**config.mk**
```make
export PLATFORM = sky130hd
export DESIGN_NAME = tmr_chan
export DESIGN_NICKNAME = d
export VERILOG_FILES = /design/src/rtl/tmr_chan_pkg.sv /design/src/rtl/tmr_chan_edge.sv /design/src/rtl/tmr_chan_out.sv /design/src/rtl/tmr_chan_flag.sv /design/src/rtl/tmr_chan.sv
export SDC_FILE = /design/constraint.sdc
export NUM_CORES = 1
export LEC_CHECK = 0
export ABC_AREA = 1
export BUFFER_PORTS_ARGS = -buffer_cell sky130_fd_sc_hd__buf_4
export CAP_MARGIN = 40
export CORE_MARGIN = 1.5
export CORE_UTILIZATION = 55
export DETAILED_ROUTE_END_ITERATION = 6
export GPL_TIMING_DRIVEN = 0
export HOLD_SLACK_MARGIN = 0.03
export PLACE_DENSITY = 0.95
export RECOVER_POWER = 50
export SYNTH_ARGS = -nofsm -noshare
export SYNTH_HDL_FRONTEND = slang
export SYNTH_SLANG_ARGS = --single-unit
```
**constraint.sdc**
```tcl
create_clock -name clk -period 4.15 [get_ports clk]
set_input_delay 0.415 -clock clk [delete_from_list [all_inputs] [get_ports clk]]
set_output_delay 0.415 -clock clk [all_outputs]
set_load 0.02 [all_outputs]
```
**src/rtl/tmr_chan_pkg.sv**
```systemverilog
package tmr_chan_pkg;
   typedef enum logic [1:0] {
      CH_CAPTURE = 2'd0,
      CH_COMPARE = 2'd1,
      CH_PWM     = 2'd2,
      CH_IDLE    = 2'd3
   } ch_mode_e;

   typedef enum logic [1:0] {
      OC_NONE   = 2'd0,
      OC_TOGGLE = 2'd1,
      OC_CLEAR  = 2'd2,
      OC_SET    = 2'd3
   } oc_act_e;
endpackage

```
**src/rtl/tmr_chan_edge.sv**
```systemverilog
module tmr_chan_edge #(
   parameter int SYNC_STAGES = 2,
   parameter bit IDLE_LEVEL  = 1'b0
) (
   input  logic       clk,
   input  logic       rst_n,
   input  logic       pin,
   input  logic [1:0] sel,
   output logic       hit
);
   localparam int LAST = SYNC_STAGES - 1;

   logic [SYNC_STAGES-1:0] sync_q;
   logic                   prev_q;
   logic                   rise, fall;

   generate
      if (SYNC_STAGES < 2) begin : g_bad_depth
         $error("tmr_chan_edge: SYNC_STAGES must be at least 2");
      end
      for (genvar g = 0; g < SYNC_STAGES; g++) begin : g_stage
         if (g == 0) begin : g_first
            always_ff @(posedge clk or negedge rst_n)
               if (!rst_n) sync_q[0] <= IDLE_LEVEL;
               else        sync_q[0] <= pin;
         end else begin : g_next
            always_ff @(posedge clk or negedge rst_n)
               if (!rst_n) sync_q[g] <= IDLE_LEVEL;
               else        sync_q[g] <= sync_q[g-1];
         end
      end
   endgenerate

   always_ff @(posedge clk or negedge rst_n)
      if (!rst_n) prev_q <= IDLE_LEVEL;
      else        prev_q <= sync_q[LAST];

   assign rise = sync_q[LAST] & ~prev_q;
   assign fall = ~sync_q[LAST] & prev_q;
   assign hit  = (rise & sel[0]) | (fall & sel[1]);

   // a detected edge always leaves the comparison stage changed one cycle on
   assert_edge_seen_R3: assert property (@(posedge clk) disable iff (!rst_n)
      hit |=> (prev_q == $past(sync_q[LAST])));
endmodule

```
**src/rtl/tmr_chan_out.sv**
```systemverilog
module tmr_chan_out
   import tmr_chan_pkg::*;
#(
   parameter int CW = 16
) (
   input  logic          clk,
   input  logic          rst_n,
   input  ch_mode_e      mode,
   input  oc_act_e       act,
   input  logic          pol,
   input  logic [CW-1:0] cnt_val,
   input  logic          cnt_tick,
   input  logic [CW-1:0] cmp_val,
   input  logic [CW-1:0] duty,
   output logic          pin_out,
   output logic          hit_evt
);
   logic cmp_hit, pwm_hit, below, out_q, out_d;

   assign cmp_hit = (mode == CH_COMPARE) && cnt_tick && (cnt_val == cmp_val);
   assign pwm_hit = (mode == CH_PWM) && cnt_tick && (cnt_val == duty);
   assign below   = cnt_val < duty;
   assign hit_evt = cmp_hit | pwm_hit;

   always_comb begin
      out_d = out_q;
      unique case (mode)
         CH_COMPARE: begin
            if (cmp_hit) begin
               unique case (act)
                  OC_TOGGLE: out_d = ~out_q;
                  OC_CLEAR:  out_d = 1'b0;
                  OC_SET:    out_d = 1'b1;
                  default:   out_d = out_q;
               endcase
            end
         end
         CH_PWM:  out_d = pol ? below : ~below;
         default: out_d = 1'b0;
      endcase
   end

   always_ff @(posedge clk or negedge rst_n)
      if (!rst_n) out_q <= 1'b0;
      else        out_q <= out_d;

   assign pin_out = out_q;

   assert_cmp_toggle_R5: assert property (@(posedge clk) disable iff (!rst_n)
      (cmp_hit && act == OC_TOGGLE) |=> (pin_out != $past(pin_out)));
   assert_cmp_hold_R5: assert property (@(posedge clk) disable iff (!rst_n)
      (mode == CH_COMPARE && !cmp_hit) |=> $stable(pin_out));
   assert_idle_low_R11: assert property (@(posedge clk) disable iff (!rst_n)
      (mode == CH_IDLE) |=> !pin_out);
endmodule

```
**src/rtl/tmr_chan_flag.sv**
```systemverilog
module tmr_chan_flag (
   input  logic clk,
   input  logic rst_n,
   input  logic set,
   input  logic clr,
   input  logic en,
   output logic flag,
   output logic irq
);
   logic flag_q;

   always_ff @(posedge clk or negedge rst_n)
      if (!rst_n)   flag_q <= 1'b0;
      else if (set) flag_q <= 1'b1;
      else if (clr) flag_q <= 1'b0;

   assign flag = flag_q;
   assign irq  = flag_q & en;

   assert_flag_set_R9: assert property (@(posedge clk) disable iff (!rst_n)
      set |=> flag);
   assert_flag_sticky_R9: assert property (@(posedge clk) disable iff (!rst_n)
      (flag && !clr) |=> flag);
   assert_irq_gate_R10: assert property (@(posedge clk) disable iff (!rst_n)
      !flag |-> !irq);
endmodule

```
**src/rtl/tmr_chan.sv**
```systemverilog
module tmr_chan
   import tmr_chan_pkg::*;
#(
   parameter int CW          = 16,
   parameter int SYNC_STAGES = 2
) (
   input  logic          clk,
   input  logic          rst_n,
   input  logic [CW-1:0] cnt_val,
   input  logic          cnt_down,
   input  logic          cnt_tick,
   input  logic          tc_strobe,
   input  logic          center_en,
   input  logic [1:0]    mode,
   input  logic [1:0]    edge_sel,
   input  logic          pol,
   input  logic          val_wr,
   input  logic [CW-1:0] val_wdata,
   input  logic          flag_clr,
   input  logic          irq_en,
   input  logic          cap_in,
   output logic          ch_out,
   output logic [CW-1:0] val_rd,
   output logic          flag,
   output logic          irq
);
   localparam logic [CW-1:0] ZERO = '0;

   generate
      if (CW < 2 || CW > 32) begin : g_bad_width
         $error("tmr_chan: CW must lie in 2..32");
      end
   endgenerate

   ch_mode_e      mode_e;
   oc_act_e       act_e;
   logic          edge_hit, cap_evt, match_evt, load_evt;
   logic [CW-1:0] val_q, duty_q;

   assign mode_e = ch_mode_e'(mode);
   assign act_e  = oc_act_e'(edge_sel);

   tmr_chan_edge #(.SYNC_STAGES(SYNC_STAGES), .IDLE_LEVEL(1'b0)) u_edge (
      .clk(clk), .rst_n(rst_n), .pin(cap_in), .sel(edge_sel), .hit(edge_hit));

   assign cap_evt  = (mode_e == CH_CAPTURE) && edge_hit;
   assign load_evt = cnt_tick && tc_strobe && (!center_en || !cnt_down);

   always_ff @(posedge clk or negedge rst_n)
      if (!rst_n)       val_q <= ZERO;
      else if (cap_evt) val_q <= cnt_val;
      else if (val_wr)  val_q <= val_wdata;

   always_ff @(posedge clk or negedge rst_n)
      if (!rst_n)                   duty_q <= ZERO;
      else if (mode_e != CH_PWM)    duty_q <= val_q;
      else if (load_evt)            duty_q <= val_q;

   tmr_chan_out #(.CW(CW)) u_out (
      .clk(clk), .rst_n(rst_n), .mode(mode_e), .act(act_e), .pol(pol),
      .cnt_val(cnt_val), .cnt_tick(cnt_tick), .cmp_val(val_q), .duty(duty_q),
      .pin_out(ch_out), .hit_evt(match_evt));

   tmr_chan_flag u_flag (
      .clk(clk), .rst_n(rst_n), .set(cap_evt | match_evt), .clr(flag_clr),
      .en(irq_en), .flag(flag), .irq(irq));

   assign val_rd = val_q;

   assert_cap_latch_R2: assert property (@(posedge clk) disable iff (!rst_n)
      cap_evt |=> (val_rd == $past(cnt_val)));
   assert_write_R4: assert property (@(posedge clk) disable iff (!rst_n)
      (val_wr && !cap_evt) |=> (val_rd == $past(val_wdata)));
   assert_duty_hold_R7: assert property (@(posedge clk) disable iff (!rst_n)
      (mode_e == CH_PWM && !load_evt) |=> $stable(duty_q));
   assert_idle_noflag_R11: assert property (@(posedge clk) disable iff (!rst_n)
      (mode_e == CH_IDLE && !flag) |=> !flag);
endmodule

```
==> results of run 1 <==
[stage by stage]
| step | hold WS, ns | setup slack, ns | area (um2) | power [mW] |
|---|---|---|---|---|
| after floorplan | 0.119 | 2.69 | 2280 | 0.608 |
| after global placement | 0.333 | 2.43 | 2830 | 0.720 |
| after detailed placement | 0.344 | 2.38 | 2830 | 0.736 |
| after CTS | 0.0869 | 2.56 | 2910 | 0.990 |
| after global routing | 0.238 | 1.90 | 2890 | 1.04 |
| final | 0.247 | 2.33 | 2890 | 0.983 |
[cell usage after synthesis, drive strengths merged]
cell type / n / area share (%)
a21oi: 9 / 2.0
dfrtp: 37 / 41
xnor2: 4 / 1.5
nand3b: 3 / 0.99
o211ai: 7 / 2.3
xor2: 2 / 0.77
buf: 4 / 0.93
a21o: 1 / 0.33
ha: 20 / 11
a21boi: 1 / 0.33
o21ai: 19 / 4.2
inv: 54 / 8.9
clkbuf: 5 / 0.82
nand2: 67 / 11
o221ai: 10 / 3.8
nor2: 16 / 2.7
nor3: 1 / 0.44
nand4: 3 / 0.82
o2111ai: 1 / 0.38
nand3: 28 / 6.1
[power breakdown]
part	internal (mW)	total, mW	switching (mW)
Clock	0.132	0.257	0.125
Sequential	0.403	0.433	0.0301
Combinational	0.123	0.293	0.170
[routing by layer]
metal | global-route usage (%) | routed length, um
met1 | 38.1 | 2380
met2 | 51.4 | 3120
met3 | 6.33 | 561
met4 | 11.2 | 123
met5 | 0 | 0
[cell type report]
| cell class | count | area (um2) | share of cell area (%) |
|---|---|---|---|
| buffer | 9 | 40.0 | 1.39 |
| clock buffer | 7 | 86.3 | 2.99 |
| inverter | 54 | 203 | 7.02 |
| multi-input combinational | 192 | 1110 | 38.6 |
| sequential | 37 | 926 | 32.1 |
| tap | 50 | 62.6 | 2.17 |
| timing repair buffer | 64 | 454 | 15.7 |
[cell families (layout without fill, tap and decap cells)]
kind of cell | Yosys count | after routing | share of synthesized area [%]
and+or+nand+nor | 118 | 118 | 22.2
AOI/OAI and AO/OA | 48 | 48 | 13.3
xor gates and xnor gates | 6 | 6 | 2.30
buffers and inverters | 63 | 134 | 10.6
DFF | 37 | 37 | 40.5
adders and majority gates | 20 | 20 | 11.0
[sequential cells by signal, indices dropped and copies added (netlist names)]
name / count
u_edge.prev_q: 1
u_flag.flag: 1
duty_q: 16
u_edge.sync_q: 2
val_rd: 16
u_out.pin_out: 1
[path summary, 6_finish.rpt]
| kind | start | endpoint | slack, ns | depth (start not counted) |
|---|---|---|---|---|
| min in group asynchronous | rst_n | val_rd[5]$_DFFE_PN0P_ | 0.67 | 1 |
| min | cap_in | u_edge.sync_q[0]$_DFF_PN0_ | 0.25 | 1 |
| max in group clk | duty_q[11]$_DFFE_PN0P_ | u_out.pin_out$_DFFE_PN0P_ | 2.53 | 13 |
| min reg2reg | u_edge.sync_q[0]$_DFF_PN0_ | u_edge.sync_q[1]$_DFF_PN0_ | 0.36 | 0 |
| max | rst_n | u_out.pin_out$_DFFE_PN0P_ | 2.33 | 1 |
| max reg2reg | duty_q[11]$_DFFE_PN0P_ | u_out.pin_out$_DFFE_PN0P_ | 2.53 | 13 |
==> metrics.txt, run 1 <==
status finished, violations left; failing checks capacitance limit, slew limit; total track usage a little under a third; final net count 430; Final TNS setup 0 ns; CTS buffer count 5; RSZ-0062 raised after global routing false; Worst Path Buf+Inv 1; Final Util between 70% and 80%; mapped cell area ~0.0023 mm2; first drt pass iteration count 4; largest net degree at the start of global routing 38; Clock Path Buffers 2; share of cells above drive strength 1 about a fifth; first-pass GRT wire length about 10000 um; WS Path Type in -> async; commonest cells after routing, fill and taps aside 66 x nand2_1, 57 x buf_4, 50 x inv_1; Cell Rows 23; routability cong. just under 0.9; Yosys Warn Count 0; full die area about 0.0045 mm2; vias in the first global route approximately 2200; initial antenna violation count 0; DR vias/cell between 5 and 6; Netlist cell types 26; HPWL Detailed around 4600 um; CP max stage cell clkbuf_1; per-cell routed wire length 15.0 um; P&R area growth vs syn 26.4%; crit-path max FO 37; CTS Sinks 37; final hold vios 0; Hold Buf Count CTS 0; Setup Viol. Count Final 0; total leakage power around 1.5 nW; placed cell count 406; most common cell after layout, fill and taps aside nand2_1; IO Port Bufs between 60 and 70; Reg clk slew, reported paths 0.07 ns; clk_lat worst skew approximately 0.30 ns; worst-margin pin slew between 1.5 and 2 ns; Top delay family on crit path buffers and inverters; crit path cell chain clkbuf_1; final WL roughly 6000 um; Worst EP required approximately 4.2 ns; Tmin final approximately 1.8 ns; period utilization 43.8%; Chip Height approximately 67 um; syn nets 359; GRT Residual Overflow 0; Worst Setup End Kind async pin; Slew HR -32.6%; Slew Viols, Final 38; Hold Path Class in -> reg; Worst VDD drop 0.239 mV; Setup Fix Bufs, Post-CTS 0; fillers around 330; Synth Instances 292; routed vias about 2300; Initial Utilization a little under three fifths; Post-CTS Resized 0; Core Box Area approximately 0.0040 mm2; Seq/Total Area, Yosys approximately two fifths; syn avg cell area 7.82 um2; non-filler instance count after layout 413; flip-flop and latch count after synthesis 37; number of I/O pins 66; DRT iter0 DRCs approximately 160; ANT nets after route 0; DRC viols 0; CP max stage delay 1.39 ns; CTS tree built; Max Cap Viol 1; pwr dens 341 mW/mm2; # H-tree levels 2; Die X a little under 70 um; critical path arrival ~1.8 ns; Worst Skew ~0.0054 ns; clock root buffer master clkbuf_8; CP startpoint kind primary input; antenna diode count 0; fmax between 500 and 600 MHz
Power figures use the tool's default switching activity.
==> run 2: changes to the inputs <==
CORE_UTILIZATION = 47   (was 55)
PLACE_DENSITY = 0.87   (was 0.95)
clock period = 1.5 ns   (was 4.15 ns; I/O delays follow)
==> metrics.txt, run 2 (synthesized netlist as in run 1, its figures left out) <==
Worst Skew just over 0.005 ns; DRT iter0 DRCs approximately 170; first-pass GRT wire length 9880 um; final hold vios 0; CTS tree built; most used routing layer in global routing met2; WS Path Type reg -> reg; total leakage power around 1.6 nW; FF-to-FF Start duty_q[10]$_DFFE_PN0P_; fin area 0.00309 mm2; non-filler instance count after layout between 400 and 500; routed vias between 2000 and 2500; Initial Utilization approximately half; area post-placement approximately 0.0028 mm2; Tmin final 1.56 ns; IO Port Bufs between 60 and 70; worst-margin pin slew about 0.95 ns; Design Power between 2 and 3 mW; CP max stage cell dfrtp_1; per-cell routed wire length between 10 and 15 um; pwr dens 918 mW/mm2; largest net degree at the start of global routing 38; Max Cap Viol 0; full die area about 0.0053 mm2; first drt pass iteration count 4; status finished, violations left; Chip Height around 73 um; Slew Viols, Final 0; DRC viols 0; reg2reg setup slack -0.06 ns; GRT Residual Overflow 0; failing checks setup timing; Hold Path End val_rd[1]$_DFFE_PN0P_; number of I/O pins 66; critical path arrival 1.75 ns; met1 Use GR approximately a third; RSZ-0062 raised after global routing true; Die X 72.7 um; total track usage between 20% and 30%; crit-path max FO 2; Clock Path Buffers 2; antenna diode count 0; routability cong. about 0.87; ANT nets after route 0; CTS buffer count 5; Cell Rows 25; worst hold path depth 3; initial antenna violation count 0; Worst EP required roughly 1.7 ns; Slew HR 36.4%; HPWL Detailed roughly 4300 um; CTS Sinks 37; CP startpoint kind flip-flop; hold_sp val_wdata[1]; vias in the first global route between 2000 and 2500; placed cell count about 400; DR vias/cell ~5.3; WHS about 0.09 ns; fmax between 600 and 700 MHz; Reg clk slew, reported paths around 0.070 ns; Core Box Area 0.00469 mm2; Hold Path Class in -> reg; Setup Viol. Count Final 1; met2 usage approximately two fifths; # H-tree levels 2; period utilization 104%; most common cell after layout, fill and taps aside buf_4; final WL just over 6000 um; Worst VDD drop about 0.46 mV; r2r endpoint u_out.pin_out$_DFFE_PN0P_; clk_lat worst skew approximately 0.30 ns; GR met3 Demand/Resource between 5 and 6%; crit path cell chain inv_2 -> ha_4 -> nand2_2 -> inv_2 -> nand2_1 -> nand2_1 -> a21oi_2 -> nand3_1 -> nand3_1 -> nand2_1 -> nand2_1 -> nand2_1; clock root buffer master clkbuf_8; share of cells above drive strength 1 between 20% and 30%; R2R cell count 12; Final Util between 60% and 70%; P&R area growth vs syn 35.2%; final net count about 440; commonest cells after routing, fill and taps aside 63 x buf_4, 61 x nand2_1, 45 x inv_1; setup ws final -0.0567 ns; Crit path top cell by count nand2_1; Worst Setup End Kind flip-flop; CP max stage delay around 0.39 ns
[run 2: changes by cell type in the layout (fill, tap and decap cells not counted), moves of 2 or more]
cell	previous run	this run
a21oi_1	9	6
nor2_1	15	13
inv_1	50	45
a21oi_2	0	3
buf_4	57	63
inv_2	4	9
nand2_1	66	61
nand2_2	1	5
nor2_2	1	3
ha_4	0	6
clkbuf_2	0	2
dlygate4sd3_1	0	2
ha_1	20	14
[run 2: report_power, final]
| part | total (mW) | internal, mW | leakage [nW] | switching (mW) |
|---|---|---|---|---|
| Combinational | 0.944 | 0.416 | 1.10 | 0.528 |
| Clock | 0.691 | 0.330 | 0.0395 | 0.361 |
| Sequential | 1.20 | 1.12 | 0.453 | 0.0840 |
| Total | 2.83 | 1.86 | 1.60 | 0.973 |
[run 2: through the flow]
stage	TNS, ns	setup WS (ns)
final	-0.0567	-0.0567
after global routing	-0.190	-0.190
after CTS	-0.0443	-0.0443
after detailed placement	-0.0709	-0.0709
after global placement	-0.0422	-0.0422
after floorplan	0	0.119
[run 2: how the worst max path moves through the flow]
stage                                       from  slack [ns]                        end  cells past startpoint
after floorplan           duty_q[11]$_DFFE_PN0P_        0.12  u_out.pin_out$_DFFE_PN0P_                     12
after global placement    duty_q[11]$_DFFE_PN0P_       -0.04  u_out.pin_out$_DFFE_PN0P_                     12
after detailed placement  duty_q[11]$_DFFE_PN0P_       -0.07  u_out.pin_out$_DFFE_PN0P_                     12
after CTS                 duty_q[11]$_DFFE_PN0P_       -0.04  u_out.pin_out$_DFFE_PN0P_                     13
after global routing       duty_q[7]$_DFFE_PN0P_       -0.19  u_out.pin_out$_DFFE_PN0P_                     13
final                     duty_q[10]$_DFFE_PN0P_       -0.06  u_out.pin_out$_DFFE_PN0P_                     12
[run 2: layout make-up]
cell class | instances | area (um2)
Fill cell | 387 | 1610
Sequential cell | 37 | 926
Inverter | 54 | 203
Timing Repair Buffer | 72 | 520
Buffer | 9 | 41.3
Tap cell | 54 | 67.6
Clock buffer | 8 | 80.1
Multi-Input combinational cell | 192 | 1250
[run 2: critical path, delay by kind of cell (launching register included)]
| kind | cells | cell delay, ns |
|---|---|---|
| adder cells (fa/ha/maj) | 1 | 0.20 |
| buffers and inverters | 2 | 0.14 |
| flip-flops | 1 | 0.39 |
| AO/OA/AOI/OAI | 1 | 0.17 |
| AND/OR/NAND/NOR | 8 | 0.55 |
[run 2: timing repair]
action	4_1_cts	5_1_grt
endpoints found under the hold margin	38	0
setup buffers	4	3
endpoints found under the setup margin	1	12
hold buffers	2	0
pin swaps	6	8
gates resized for setup	8	21
[run 2: layer usage]
| metal | up-vias | routed length [um] |
|---|---|---|
| li1 | 1113 | - |
| met1 | 1066 | 2600 |
| met2 | 81 | 3100 |
| met3 | 9 | 403 |
| met4 | 0 | 83 |
| met5 | - | 0 |
